## src/rtl/extint_pkg.sv

```systemverilog
package extint_pkg;
  // Offsets of the control words, counted after the block of selection words.
  localparam int OFS_RTRIG = 0;
  localparam int OFS_FTRIG = 1;
  localparam int OFS_IMASK = 2;
  localparam int OFS_EMASK = 3;
  localparam int OFS_RPEND = 4;
  localparam int OFS_FPEND = 5;
  localparam int NUM_CTRL  = 6;

  // Width of the synchroniser chain in front of edge detection.
  localparam int SYNC_STAGES = 2;
endpackage

```

## src/rtl/extint_cfg.sv

```systemverilog
module extint_cfg
  import extint_pkg::*;
#(
  parameter int LINES  = 16,
  parameter int SEL_W  = 8,
  parameter int DATA_W = 32,
  parameter int ADDR_W = 4
) (
  input  logic                     clk,
  input  logic                     rst_n,
  input  logic                     we,
  input  logic [ADDR_W-1:0]        addr,
  input  logic [DATA_W-1:0]        wdata,
  output logic [LINES*SEL_W-1:0]   sel_flat,
  output logic [LINES-1:0]         rtrig,
  output logic [LINES-1:0]         ftrig,
  output logic [LINES-1:0]         imask,
  output logic [LINES-1:0]         emask,
  output logic [LINES-1:0]         clr_r,
  output logic [LINES-1:0]         clr_f
);
  localparam int SEL_REGS = (LINES * SEL_W) / DATA_W;
  localparam int CTRL_LO  = SEL_REGS;
  localparam int CTRL_HI  = SEL_REGS + NUM_CTRL;

  int a;
  always_comb a = int'(addr);

  always_ff @(posedge clk or negedge rst_n) begin
    if (!rst_n) begin
      sel_flat <= '0;
      rtrig    <= '0;
      ftrig    <= '0;
      imask    <= '0;
      emask    <= '0;
    end else if (we) begin
      if (a < SEL_REGS) begin
        sel_flat[a*DATA_W +: DATA_W] <= wdata;
      end else begin
        case (a - CTRL_LO)
          OFS_RTRIG: rtrig <= wdata[LINES-1:0];
          OFS_FTRIG: ftrig <= wdata[LINES-1:0];
          OFS_IMASK: imask <= wdata[LINES-1:0];
          OFS_EMASK: emask <= wdata[LINES-1:0];
          default:   ;
        endcase
      end
    end
  end

  // Write-one-to-clear strobes for the pending registers.
  always_comb begin
    clr_r = '0;
    clr_f = '0;
    if (we && a == CTRL_LO + OFS_RPEND) clr_r = wdata[LINES-1:0];
    if (we && a == CTRL_LO + OFS_FPEND) clr_f = wdata[LINES-1:0];
  end

  // a write outside the decoded space leaves every configuration word alone.
  p_unused_write_r9: assert property (@(posedge clk) disable iff (!rst_n)
    (we && a >= CTRL_HI) |=> ($stable(sel_flat) && $stable(rtrig) && $stable(ftrig)
                              && $stable(imask) && $stable(emask)));
endmodule

```

## src/rtl/extint_line_front.sv

```systemverilog
module extint_line_front
  import extint_pkg::*;
#(
  parameter int NUM_PORTS = 4,
  parameter int LINES     = 16,
  parameter int SEL_W     = 8
) (
  input  logic                       clk,
  input  logic                       rst_n,
  input  logic [NUM_PORTS*LINES-1:0] port_pins,
  input  logic [LINES*SEL_W-1:0]     sel_flat,
  output logic [LINES-1:0]           rise,
  output logic [LINES-1:0]           fall
);
  logic [LINES-1:0] routed;
  logic [LINES-1:0] sync_q [SYNC_STAGES];
  logic [LINES-1:0] prev_q;

  // Per-line port multiplexer; an out-of-range selection gives a low line.
  for (genvar n = 0; n < LINES; n++) begin : g_mux
    logic [SEL_W-1:0] sel;
    assign sel = sel_flat[n*SEL_W +: SEL_W];
    always_comb begin
      routed[n] = 1'b0;
      for (int p = 0; p < NUM_PORTS; p++) begin
        if (int'(sel) == p) routed[n] = port_pins[p*LINES + n];
      end
    end
  end

  // Synchroniser chain, then one more sample for edge comparison.
  for (genvar s = 0; s < SYNC_STAGES; s++) begin : g_sync
    always_ff @(posedge clk or negedge rst_n) begin
      if (!rst_n) sync_q[s] <= '0;
      else if (s == 0) sync_q[s] <= routed;
      else sync_q[s] <= sync_q[(s == 0) ? 0 : s-1];
    end
  end

  always_ff @(posedge clk or negedge rst_n) begin
    if (!rst_n) prev_q <= '0;
    else prev_q <= sync_q[SYNC_STAGES-1];
  end

  assign rise = sync_q[SYNC_STAGES-1] & ~prev_q;
  assign fall = ~sync_q[SYNC_STAGES-1] & prev_q;
endmodule

```

## src/rtl/extint_pend.sv

```systemverilog
module extint_pend #(
  parameter int LINES = 16
) (
  input  logic             clk,
  input  logic             rst_n,
  input  logic [LINES-1:0] rise,
  input  logic [LINES-1:0] fall,
  input  logic [LINES-1:0] rtrig,
  input  logic [LINES-1:0] ftrig,
  input  logic [LINES-1:0] imask,
  input  logic [LINES-1:0] emask,
  input  logic [LINES-1:0] clr_r,
  input  logic [LINES-1:0] clr_f,
  output logic [LINES-1:0] rpend,
  output logic [LINES-1:0] fpend,
  output logic [LINES-1:0] irq,
  output logic [LINES-1:0] evt
);
  logic [LINES-1:0] hit_r, hit_f, set_r, set_f;

  assign hit_r = rise & rtrig;
  assign hit_f = fall & ftrig;
  assign set_r = hit_r & imask;
  assign set_f = hit_f & imask;

  // A new edge overrides a clear written on the same cycle.
  always_ff @(posedge clk or negedge rst_n) begin
    if (!rst_n) begin
      rpend <= '0;
      fpend <= '0;
      evt   <= '0;
    end else begin
      rpend <= (rpend & ~clr_r) | set_r;
      fpend <= (fpend & ~clr_f) | set_f;
      evt   <= (hit_r | hit_f) & emask;
    end
  end

  assign irq = (rpend | fpend) & imask;

  // a cleared bit with no coincident set is empty on the next cycle.
  p_clear_r6: assert property (@(posedge clk) disable iff (!rst_n)
    ((clr_r & ~set_r) != '0) |=> ((rpend & $past(clr_r & ~set_r)) == '0));

  // a qualified rising edge is always captured.
  p_capture_r5: assert property (@(posedge clk) disable iff (!rst_n)
    (set_r != '0) |=> ((rpend & $past(set_r)) == $past(set_r)));

  // pulses only on lines whose event mask was set.
  p_evt_gated_r8: assert property (@(posedge clk) disable iff (!rst_n)
    1'b1 |=> ((evt & ~$past(emask)) == '0));
endmodule

```

## src/rtl/extint_edge_ctrl.sv

```systemverilog
module extint_edge_ctrl
  import extint_pkg::*;
#(
  parameter int NUM_PORTS = 4,
  parameter int LINES     = 16,
  parameter int SEL_W     = 8,
  parameter int DATA_W    = 32,
  parameter int ADDR_W    = 4
) (
  input  logic                       clk,
  input  logic                       rst_n,
  input  logic [NUM_PORTS*LINES-1:0] port_pins,
  input  logic                       reg_we,
  input  logic [ADDR_W-1:0]          reg_addr,
  input  logic [DATA_W-1:0]          reg_wdata,
  output logic [DATA_W-1:0]          reg_rdata,
  output logic [LINES-1:0]           irq,
  output logic [LINES-1:0]           evt
);
  localparam int SEL_REGS = (LINES * SEL_W) / DATA_W;

  logic [LINES*SEL_W-1:0] sel_flat;
  logic [LINES-1:0] rtrig, ftrig, imask, emask, clr_r, clr_f;
  logic [LINES-1:0] rise, fall, rpend, fpend;

  extint_cfg #(
    .LINES(LINES), .SEL_W(SEL_W), .DATA_W(DATA_W), .ADDR_W(ADDR_W)
  ) u_cfg (
    .clk(clk), .rst_n(rst_n), .we(reg_we), .addr(reg_addr), .wdata(reg_wdata),
    .sel_flat(sel_flat), .rtrig(rtrig), .ftrig(ftrig), .imask(imask),
    .emask(emask), .clr_r(clr_r), .clr_f(clr_f)
  );

  extint_line_front #(
    .NUM_PORTS(NUM_PORTS), .LINES(LINES), .SEL_W(SEL_W)
  ) u_front (
    .clk(clk), .rst_n(rst_n), .port_pins(port_pins), .sel_flat(sel_flat),
    .rise(rise), .fall(fall)
  );

  extint_pend #(.LINES(LINES)) u_pend (
    .clk(clk), .rst_n(rst_n), .rise(rise), .fall(fall), .rtrig(rtrig),
    .ftrig(ftrig), .imask(imask), .emask(emask), .clr_r(clr_r), .clr_f(clr_f),
    .rpend(rpend), .fpend(fpend), .irq(irq), .evt(evt)
  );

  int ra;
  always_comb ra = int'(reg_addr);

  always_comb begin
    reg_rdata = '0;
    if (ra < SEL_REGS) begin
      reg_rdata = sel_flat[ra*DATA_W +: DATA_W];
    end else begin
      case (ra - SEL_REGS)
        OFS_RTRIG: reg_rdata[LINES-1:0] = rtrig;
        OFS_FTRIG: reg_rdata[LINES-1:0] = ftrig;
        OFS_IMASK: reg_rdata[LINES-1:0] = imask;
        OFS_EMASK: reg_rdata[LINES-1:0] = emask;
        OFS_RPEND: reg_rdata[LINES-1:0] = rpend;
        OFS_FPEND: reg_rdata[LINES-1:0] = fpend;
        default:   reg_rdata = '0;
      endcase
    end
  end

  // with both pending registers empty no request may be raised.
  p_irq_needs_pend_r7: assert property (@(posedge clk) disable iff (!rst_n)
    ((rpend | fpend) == '0) |-> (irq == '0));
endmodule

```

## config.mk

```make
export PLATFORM = sky130hd
export DESIGN_NAME = extint_edge_ctrl
export DESIGN_NICKNAME = d
export VERILOG_FILES = /design/src/rtl/extint_pkg.sv /design/src/rtl/extint_cfg.sv /design/src/rtl/extint_line_front.sv /design/src/rtl/extint_pend.sv /design/src/rtl/extint_edge_ctrl.sv
export SDC_FILE = /design/constraint.sdc
export NUM_CORES = 1
export LEC_CHECK = 0
export BUFFER_PORTS_ARGS = -buffer_cell sky130_fd_sc_hd__buf_2
export CORE_UTILIZATION = 59
export DETAILED_ROUTE_END_ITERATION = 16
export GPL_TIMING_DRIVEN = 0
export PLACE_DENSITY_LB_ADDON = 0.08
export SKIP_LAST_GASP = 1
export SLEW_MARGIN = 20
export SYNTH_ARGS = -nofsm -noshare
export SYNTH_HDL_FRONTEND = slang
export SYNTH_HIERARCHICAL = 1
export SYNTH_SLANG_ARGS = --single-unit
```

## constraint.sdc

```tcl
create_clock -name clk -period 2.4 [get_ports clk]
set_input_delay 0.12 -clock clk [delete_from_list [all_inputs] [get_ports clk]]
set_output_delay 0.12 -clock clk [all_outputs]
set_load 0.005 [all_outputs]
```

==> impl_results.md, run 1 <==
- Outcome: finished clean
- Via count: around 9600
- Cell Count, Final, Fillers Out: roughly 1600
- First-pass GRT wire length: ~57 mm
- Kind of end point of the critical path: flop
- Initial Utilization: 0.604
- CP Class: in2reg
- GR Util met1: 0.429
- CTS tree: yes
- Post-Route Skew: 10.0 ps
- Per-cell routed wire length: ~23 µm
- Min Tclk post-route: between 2000 and 2500 ps
- CTS Buf Count: 31
- Vias in the first global route: 9775
- PD cells: ~810 nW/µm²
- Post-DP HPWL: approximately 26 mm
- DP Worst Slack: -614 ps
- Period utilisation layout: 0.964
- Syn Nets: about 1200
- #FFs+latches synth: between 200 and 300
- Total placed cells including tap cells: 1527
- Critical path buffers and inverters: 2
- Layout area overhead: 17.6%
- Tightest Pin Transition: ~1100 ps
- Synth unique cells: 56
- # rows: 55
- Worst EP required: 2840 ps
- Tot Pwr: 13.1 mW
- Final Hold Vio Count: 0
- RSZ-0062 raised after global routing: no
- Commonest cells after routing, fill and taps aside: dfrtp_1 (288), buf_2 (167), mux2_2 (161)
- Clock root buffer: clkbuf_16
- Largest net degree at the start of global routing: 84
- Critical path's top delay family: simple AND/OR/NAND/NOR gates
- GRT met3 Usage: 0.0712
- Register area share after synthesis: 0.524
- Initial drt markers: 614
- Die span in y: between 150 and 200 µm
- Synth warn: 6
- Most common cell after layout, fill and taps aside: dfrtp_1
- Cell mode on critical path: buf_2
- Slew HR: 0.238
- Core Footprint: roughly 23000 µm²
- Final instance area: about 16000 µm²
- Post-synth EDFFs: 0
- Setup violations, final: 0
- Drt first pass iters: 5
- # DRC: 0
- Total grt overflow: 0
- Initial antenna violation count: 1
- Syn Area/Cell: ~13 µm²
- Gpl congestion: 0.916
- WP data arrival: approximately 2800 ps
- Clock-pin slew on the worst setup and hold paths: approximately 60 ps
- Final worst slack: approximately 90 ps
- Critical Path Start Type: primary input
- Top Usage Layer GRT: met2
- Skew-Pair Late Insertion Delay: around 560 ps
- Die Area: 23900 µm²
- Peak supply drop: about 0.00061 V
- # nets final: roughly 1400
- Cells after synthesis: approximately 1100
- # IOs: approximately 170
- Ys flop type: dfrtp_1
- Pins Over Slew Limit: 0
- Port Buffers: 150
- GRT Total Usage: 0.322
- Max incr delay on CP: ~550 ps
- Met2 usage: 0.521
- Max H-tree Level: 1
- DRT antenna net count: 0
- Crit-path cells: buf_2 -> or3_4 -> ha_4 -> or4b_4 -> nor4b_4 -> buf_2 -> mux2_2
- Max FO, Critical Path: 12
- Crit-path slowest cell: or4b_4
- Async SR Flop Fraction: 1.00
- Total wire length: between 30 and 40 mm
- Pleak: 7.88 nW
- Chip Width: between 150 and 200 µm
- Post-DR vias/cell: 6.02
- Post-Place Cell Area: approximately 15000 µm²
- Max Freq: 432 MHz
- Hold Path Class: in2reg
- Total clock sinks: 288
- Max cap viols: 0
- Mapped Area: 13800 µm²
- Fraction of layout cells with a size suffix above 1: 0.365
- Clk buf depth: 3
## cell usage after synthesis, types with 3 or more instances
library cell  number  area [µm²]
nand3_1           33         165
and2_1            33         206
mux2_2           161        1810
o2bb2ai_1         16         140
buf_1             17        63.8
ha_1               5        62.6
o221ai_1           7        61.3
a211o_1            3        26.3
buf_4              7        52.6
mux2i_1           37         370
inv_1             34         128
a22o_1             9        78.8
clkbuf_1          18        67.6
and3_1            51         319
a211oi_1           8        60.1
o21ai_1           40         200
buf_12             3        60.1
buf_2             18        90.1
nor2b_1           67         419
mux2_4            30         450
nor2_1            21        78.8
mux4_2            32         721
a221oi_1           3        26.3
o21a_1            16         120
nand2_1           10        37.5
nor4_1            16         100
a22oi_1           34         255
buf_6              6        67.6
dfrtp_1          288        7210
o22ai_1            7        43.8
## routing by layer
metal,up-vias,share of wire
met5,-,0.00043
met4,2,0.037
met3,95,0.077
met2,391,0.47
met1,4843,0.41
li1,4295,-
## kinds of logic (layout without fill, tap and decap cells)
logic type,after synthesis,after routing,share of synthesized area
buffers and inverters,103,327,0.0384
other,0,1,0
and+or+nand+nor,255,255,0.112
adders and majority gates,5,5,0.00454
AOI/OAI and AO/OA,148,148,0.0759
DFF,288,288,0.524
muxes,261,261,0.245
xor gates and xnor gates,1,1,0.000636
## worst paths after layout
| check | depth (start not counted) | slack [ps] | start | end |
|---|---|---|---|---|
| worst max register to register | 2 | 990 | u_cfg/sel_flat[45]$_DFFE_PN0P_ | u_front/sync_q[21]$_DFF_PN0_ |
| worst min-delay path | 3 | 40 | port_pins[6] | u_front/sync_q[22]$_DFF_PN0_ |
| worst min register to register | 0 | 340 | u_front/sync_q[31]$_DFF_PN0_ | u_front/sync_q[15]$_DFF_PN0_ |
| worst max-delay path | 7 | 90 | reg_addr[2] | u_cfg/sel_flat[95]$_DFFE_PN0P_ |
| min in group asynchronous | 2 | 90 | rst_n | u_front/prev_q[4]$_DFF_PN0_ |
| max in group asynchronous | 5 | 800 | rst_n | u_front/sync_q[13]$_DFF_PN0_ |
## cell type report
cell class | instances | area [µm²]
Antenna cell | 1 | 2.50
Clock buffer | 42 | 867
Clock inverter | 12 | 119
Multi-Input combinational cell | 670 | 6050
Sequential cell | 288 | 7210
Timing Repair Buffer | 170 | 1010
Buffer | 69 | 402
Fill cell | 1674 | 6590
Tap cell | 313 | 392
Inverter | 34 | 128
## stage by stage
stage                     hold slack (ps)   util  setup TNS, ps
after floorplan                      -176      -              0
after global routing                 56.6  0.710              0
final                                41.8  0.711              0
after CTS                            30.5  0.710              0
after global placement                332  0.655       -1225270
after detailed placement              102  0.659         -47680
## report_power, final
part	switching, mW	internal, mW
combinational	0.964	1.12
sequential	0.725	5.68
clock	1.93	2.73
total	3.62	9.53
## sequential cells by signal (all words and copies together) (netlist names)
| register | cells |
|---|---|
| u_cfg/sel_flat | 128 |
| u_front/sync_q | 32 |
| u_cfg/emask | 16 |
| u_cfg/ftrig | 16 |
| u_cfg/imask | 16 |
| u_cfg/rtrig | 16 |
| u_front/prev_q | 16 |
| u_pend/evt | 16 |
| u_pend/fpend | 16 |
| u_pend/rpend | 16 |
## tightest hold or removal path, cell delays in order
cell    delay [ps]
buf_2           70
mux4_2         220
and3_1         150
## repair_timing
item,4_1_cts,5_1_grt
endpoints found under the hold margin,131,0
gates resized for setup,1,0
setup buffers,0,0
hold buffers,17,0
endpoints found under the setup margin,22,0
(Power assumes the default switching activity.)
==> run 2: changes to the inputs <==
--- a/config.mk
+++ b/config.mk
@@ -6,7 +6,7 @@
 export NUM_CORES = 1
 export LEC_CHECK = 0
 export BUFFER_PORTS_ARGS = -buffer_cell sky130_fd_sc_hd__buf_2
-export CORE_UTILIZATION = 59
+export CORE_UTILIZATION = 62
 export DETAILED_ROUTE_END_ITERATION = 16
 export GPL_TIMING_DRIVEN = 0
 export PLACE_DENSITY_LB_ADDON = 0.08
@@ -14,5 +14,4 @@
 export SLEW_MARGIN = 20
 export SYNTH_ARGS = -nofsm -noshare
 export SYNTH_HDL_FRONTEND = slang
-export SYNTH_HIERARCHICAL = 1
 export SYNTH_SLANG_ARGS = --single-unit
==> run 2 against run 1 <==
Effect of this change: worst hold slack improved by 4.3 ps; power fell by 2.9%; setup slack worse by 21 ps; largest cell class unchanged.
==> impl_results.md, run 2 <==
- Outcome: finished clean
- Post-synth top area share: 0.558
- Post-synth EDFFs: 0
- # DRC: 0
- Ys flop type: dfrtp_1
- Commonest cells after routing, fill and taps aside: dfrtp_1 (288), nand2_1 (242), buf_2 (188)
- Vias in the first global route: ~11000
- Most common cell after layout, fill and taps aside: dfrtp_1
- Per-cell routed wire length: approximately 22 µm
- Syn Area/Cell: between 10 and 15 µm²
- DP Worst Slack: -972 ps
- Register area share after synthesis: 0.558
- Hold Path Class: in2reg
- Port Buffers: around 160
- Fin util: 0.760
- Peak supply drop: slightly below 0.0006 V
- Syn Nets: between 1000 and 1500
- #FFs+latches synth: 288
- Synth warn: 0
- Fraction of layout cells with a size suffix above 1: 0.273
- CTS Buf Count: 29
- Cells after synthesis: around 1100
- Largest net degree at the start of global routing: 104
- Regs by FF count: u_cfg.sel_flat x128, u_front.sync_q x32
- Initial drt markers: 979
- Largest register by flop count: u_cfg.sel_flat
- Layout area overhead: 19.5%
- # nets final: between 1000 and 1500
- Pins Over Slew Limit: 0
- Max H-tree Level: 1
- Initial Utilization: 0.636
- # IOs: around 170
- Post-Route Skew: 12.2 ps
- Min Tclk post-route: 2330 ps
- Kind of end point of the critical path: output pin
- GRT Total Usage: 0.355
- # rows: 52
- Top cell type by total area after synthesis: dfrtp_1
- DRT antenna net count: 0
- Max Freq: around 430 MHz
- Total grt overflow: 0
- Synth unique cells: slightly above 40
- Max FO, Critical Path: 10
- Total wire length: 36.4 mm
- Clock root buffer: clkbuf_16
- Die Area: between 20000 and 25000 µm²
- Gpl congestion: 0.935
- Ranking of synthesized cells by area: dfrtp_1 (56%), mux4_2 (8.4%), nand2_1 (7.0%)
- Post-DR vias/cell: 6.22
- Max reg flops: approximately 130
- First-pass GRT wire length: roughly 60 mm
- Clock-pin slew on the worst setup and hold paths: 60 ps
- Mapped Area: roughly 13000 µm²
- Count leader, synth: dfrtp_1
- Post-Place Cell Area: roughly 14000 µm²
- Slew HR: 0.498
- Setup bufs post-CTS: 0
- Drt first pass iters: 6
- Worst EP required: about 2300 ps
- Tot Pwr: between 10 and 15 mW
- Core Footprint: about 20000 µm²
- Tightest Pin Transition: 752 ps
- CTS tree: yes
- Initial antenna violation count: 0
- PD cells: 828 nW/µm²
- Number of inserted diodes: 0
- Final worst slack: between 60 and 70 ps
- Setup violations, final: 0
- Top cells by count, synth: dfrtp_1 (288), nand2_1 (242), o21ai_0 (123)
- Critical Path Start Type: primary input
- CP Class: in2out
- Final instance area: 15400 µm²
- Hold slack: about 46 ps
- Pleak: 7.12 nW
- Clk buf depth: 3
- Post-DP HPWL: about 25 mm
- Max cap viols: 0
- Chip Width: between 100 and 150 µm
- Skew-Pair Late Insertion Delay: about 540 ps
- Via count: 10290
- Die span in y: ~150 µm
- Period utilisation layout: 0.972
- Total clock sinks: 288
- Async SR Flop Fraction: 1.00
- WP data arrival: around 2200 ps
- Final Hold Vio Count: 0
- RSZ-0062 raised after global routing: no
## run 2: cell types whose count changed in the layout (fill, tap and decap cells not counted), moves of 17 or more
cell     delta
mux2i_1    -37
buf_2      +21
o21ai_0   +123
and2_1     -33
nand2_1   +232
inv_1      -31
buf_1      -17
a22o_1     +35
mux2_2     -95
nand3_1    -30
mux2_4     -30
and3_1     -33
nor2b_1    -47
## run 2: layout make-up
cell class,instances,area (µm²)
Sequential cell,288,7210
Fill cell,1406,4870
Inverter,3,11.3
Clock inverter,11,61.3
Buffer,70,358
Multi-Input combinational cell,771,5380
Timing Repair Buffer,200,1240
Clock buffer,42,825
Tap cell,270,338
## run 2: what timing repair did
item                                    CTS  global route
gates resized for setup                  18            16
endpoints found under the setup margin  144            23
hold buffers                             33             0
endpoints found under the hold margin   300             0
pin swaps                                 0             0
## run 2: worst paths after layout
kind / start / end / slack (ps) / cells after the start
max: reg_addr[1] / reg_rdata[14] / 70 / 12
min: port_pins[4] / u_front.sync_q[20]$_DFF_PN0_ / 50 / 3
max reg2reg: u_cfg.sel_flat[72]$_DFFE_PN0P_ / u_front.sync_q[25]$_DFF_PN0_ / 1020 / 2
min reg2reg: u_front.sync_q[21]$_DFF_PN0_ / u_front.sync_q[5]$_DFF_PN0_ / 350 / 0
max in group asynchronous: rst_n / u_cfg.sel_flat[45]$_DFFE_PN0P_ / 930 / 5
min in group asynchronous: rst_n / u_cfg.emask[1]$_DFFE_PN0P_ / 200 / 3
## run 2: per-layer routing
metal  track usage  wire [µm]  up-vias
li1              -          -     4531
met1         0.484      14400     5082
met3        0.0528       3000      105
met5             0          0        -
met4         0.149       1300        0
met2         0.577      17700      572
## run 2: worst max-delay path, stage by stage
cell and delay, ps:
buf_2 150, buf_4 190, buf_6 170, inv_1 90
ha_1 130, buf_2 230, buf_2 350, a22oi_1 150
a21oi_1 170, o21ai_0 140, o21ai_0 160, buf_2 160
## run 2: report_power, final
| part | internal [mW] | total (mW) | leakage (nW) | switching, mW |
|---|---|---|---|---|
| combinational | 1.11 | 2.05 | 2.95 | 0.934 |
| clock | 2.38 | 4.26 | 0.443 | 1.88 |
| sequential | 5.72 | 6.47 | 3.73 | 0.750 |
## run 2: logic make-up after synthesis
kind of cell,share of synthesized area
compound gates,0.136
simple gates,0.134
mux,0.141
buf+inv,0.0248
flops,0.558
xor+xnor,0.000679
fa+ha+maj,0.00485
## run 2: through the flow
step | TNS, ps | instances
global placement | -1258260 | 1567
global route | 0 | 1655
floorplan | 0 | 1133
CTS | 0 | 1655
finish | 0 | 1655
detailed placement | -140510 | 1570
==> run 3: changes to the inputs <==
--- a/config.mk
+++ b/config.mk
@@ -6,6 +6,7 @@
 export NUM_CORES = 1
 export LEC_CHECK = 0
 export BUFFER_PORTS_ARGS = -buffer_cell sky130_fd_sc_hd__buf_2
+export CORE_ASPECT_RATIO = 1.25
 export CORE_UTILIZATION = 62
 export DETAILED_ROUTE_END_ITERATION = 16
 export GPL_TIMING_DRIVEN = 0
@@ -15,3 +16,4 @@
 export SYNTH_ARGS = -nofsm -noshare
 export SYNTH_HDL_FRONTEND = slang
 export SYNTH_SLANG_ARGS = --single-unit
+export TNS_END_PERCENT = 10
==> run 3 against run 2 <==
Effect of this change: the run now ends with negative setup slack left; clock power about the same; non-clock buffer count decreased by 1; via count about the same; core utilization increased by 0.20 points; worst hold slack improved by 9.4 ps; critical path depth decreased by 1; critical endpoint is now reg_rdata[5].
==> impl_results.md, run 3 (same netlist as run 2, synthesis figures left out) <==
- Top Usage Layer GRT: met2
- Slew HR: 0.455
- Max H-tree Level: 1
- Clk buf depth: 3
- # IOs: approximately 170
- Fillers: roughly 1300
- Setup bufs post-CTS: 0
- RSZ-0062 raised after global routing: yes
- PD cells: around 830 nW/µm²
- Pins Over Slew Limit: 0
- Number of inserted diodes: 0
- Max FO, Critical Path: 10
- Max incr delay on CP: between 400 and 500 ps
- DRT antenna net count: 0
- Max Freq: ~420 MHz
- Int Power: ~9.3 mW
- Largest register by flop count: u_cfg.sel_flat
- Final Hold Vio Count: 0
- WP data arrival: around 2300 ps
- Worst EP required: roughly 2300 ps
- Crit-path slowest cell: o32a_1
- Outcome: finished with violations
- Total wire length: about 36 mm
- Initial Utilization: 0.637
- Drt first pass iters: 5
- Cell mode on critical path: buf_2
- Via count: 10280
- Tightest Pin Transition: just over 800 ps
- First-pass GRT wire length: around 56 mm
- CTS Buf Count: 28
- CP Class: in2out
- Failing checks: negative setup slack
- Final worst slack: -2.72 ps
- Clock root buffer: clkbuf_16
- Combinational power share: 0.159
- Regs by FF count: u_cfg.sel_flat x128, u_front.sync_q x32
- Flop pwr share: 0.506
- Skew-Pair Late Insertion Delay: roughly 540 ps
- Max cap viols: 0
- Per-cell routed wire length: roughly 22 µm
- GRT Total Usage: 0.353
- Post-DP HPWL: roughly 25 mm
- Kind of end point of the critical path: output pin
- Period utilisation layout: 1.00
- Total grt overflow: 0
- Gpl congestion: 0.913
- # DRC: 0
- Tot Pwr: roughly 13 mW
- Fin util: 0.762
- Hold Path Class: in2reg
- Port Buffers: 164
- Critical path buffers and inverters: 7
- Most common cell after layout, fill and taps aside: dfrtp_1
- GRT met3 Usage: 0.0445
- # rows: 58
- Post-Route Skew: between 9 and 10 ps
- Met2 usage: 0.602
- Die Area: ~21000 µm²
- Peak supply drop: approximately 0.00066 V
- GR Util met1: 0.438
- Chip Width: 131 µm
- Critical Path Start Type: primary input
- Initial drt markers: 726
- Cell Count, Final, Fillers Out: 1652
- Max reg flops: approximately 130
- Total placed cells including tap cells: about 1600
- Largest net degree at the start of global routing: roughly 100
- Die span in y: 163 µm
- Layout area overhead: 19.5%
- Total clock sinks: roughly 290
- Pleak: roughly 7 nW
- Clock power share: 0.335
- Critical path's top delay family: buffers and inverters
- Psw: approximately 3.5 mW
- Post-DR vias/cell: slightly above 6
- Core Footprint: 20200 µm²
- CTS tree: yes
- Min Tclk post-route: roughly 2400 ps
- Vias in the first global route: ~11000
- Clock-pin slew on the worst setup and hold paths: 60 ps
- # nets final: 1469
- Fraction of layout cells with a size suffix above 1: 0.275
- Commonest cells after routing, fill and taps aside: dfrtp_1 (288), nand2_1 (242), buf_2 (187)
- Net Sw Frac: 0.273
- Initial antenna violation count: 0
- Setup violations, final: 1
- Crit-path cells: buf_2 -> buf_6 -> buf_8 -> inv_1 -> ha_1 -> buf_2 -> clkbuf_4 -> a21boi_0 -> o21ai_0 -> o32a_1 -> buf_2
run 3: worst paths after layout:
check	startpoint	endpoint	slack, ps	cells after the start
setup / recovery	reg_addr[0]	reg_rdata[5]	-3	11
hold / removal	port_pins[52]	u_front.sync_q[20]$_DFF_PN0_	60	3
setup reg to reg	u_cfg.sel_flat[96]$_DFFE_PN0P_	u_front.sync_q[28]$_DFF_PN0_	1030	2
hold reg to reg	u_front.sync_q[16]$_DFF_PN0_	u_front.sync_q[0]$_DFF_PN0_	350	0
max in group asynchronous	rst_n	u_cfg.sel_flat[50]$_DFFE_PN0P_	1270	3
min in group asynchronous	rst_n	u_pend.evt[4]$_DFF_PN0_	180	2
run 3: tightest hold or removal path: cells and delay by family:
kind / cells / cell delay, ps
multiplexers: 1 / 200
AND/OR/NAND/NOR: 1 / 150
buffers and inverters: 1 / 70
run 3: final cells by class:
cell class,instances,area (µm²),share of cell area
buffer,70,352,0.0228
clock buffer,39,843,0.0547
clock inverter,12,70.1,0.00454
inverter,3,11.3,0.000730
multi-input combinational,771,5390,0.349
sequential,288,7210,0.467
tap,270,338,0.0219
timing repair buffer,199,1220,0.0788
run 3: per-layer routing:
metal  wire length [µm]  vias to the layer above
met5                  0                        -
met4               1830                        0
met3               2080                      120
met2              18200                      451
met1              13800                     5169
li1                   -                     4540
run 3: power groups by stage:
stage	Clock (mW)	Combinational [mW]	Sequential, mW
2_1_floorplan	0	1.28	6.26
3_5_place_dp	0	1.96	6.49
4_1_cts	4.33	2.02	6.42
6_report	4.27	2.03	6.45
5_1_grt	4.52	2.24	6.54
3_3_place_gp	0	1.90	6.45
run 3: what timing repair did:
item                       CTS  global route
hold buffers                33             0
gates cloned                 0             0
setup endpoints to repair  154            35
hold endpoints to repair   288             0
resized for setup           19             4
pin swaps                    0             0
run 3: stage by stage:
step	hold slack [ps]	area [µm²]	TNS (ps)	setup WS [ps]
floorplan	-176	12900	0	244
global placement	333	14100	-1272930	-3910
detailed placement	173	14100	-161820	-1140
CTS	35.6	15400	-28.9	-28.9
global route	69.3	15400	-595	-97.9
finish	55.5	15400	-2.72	-2.72
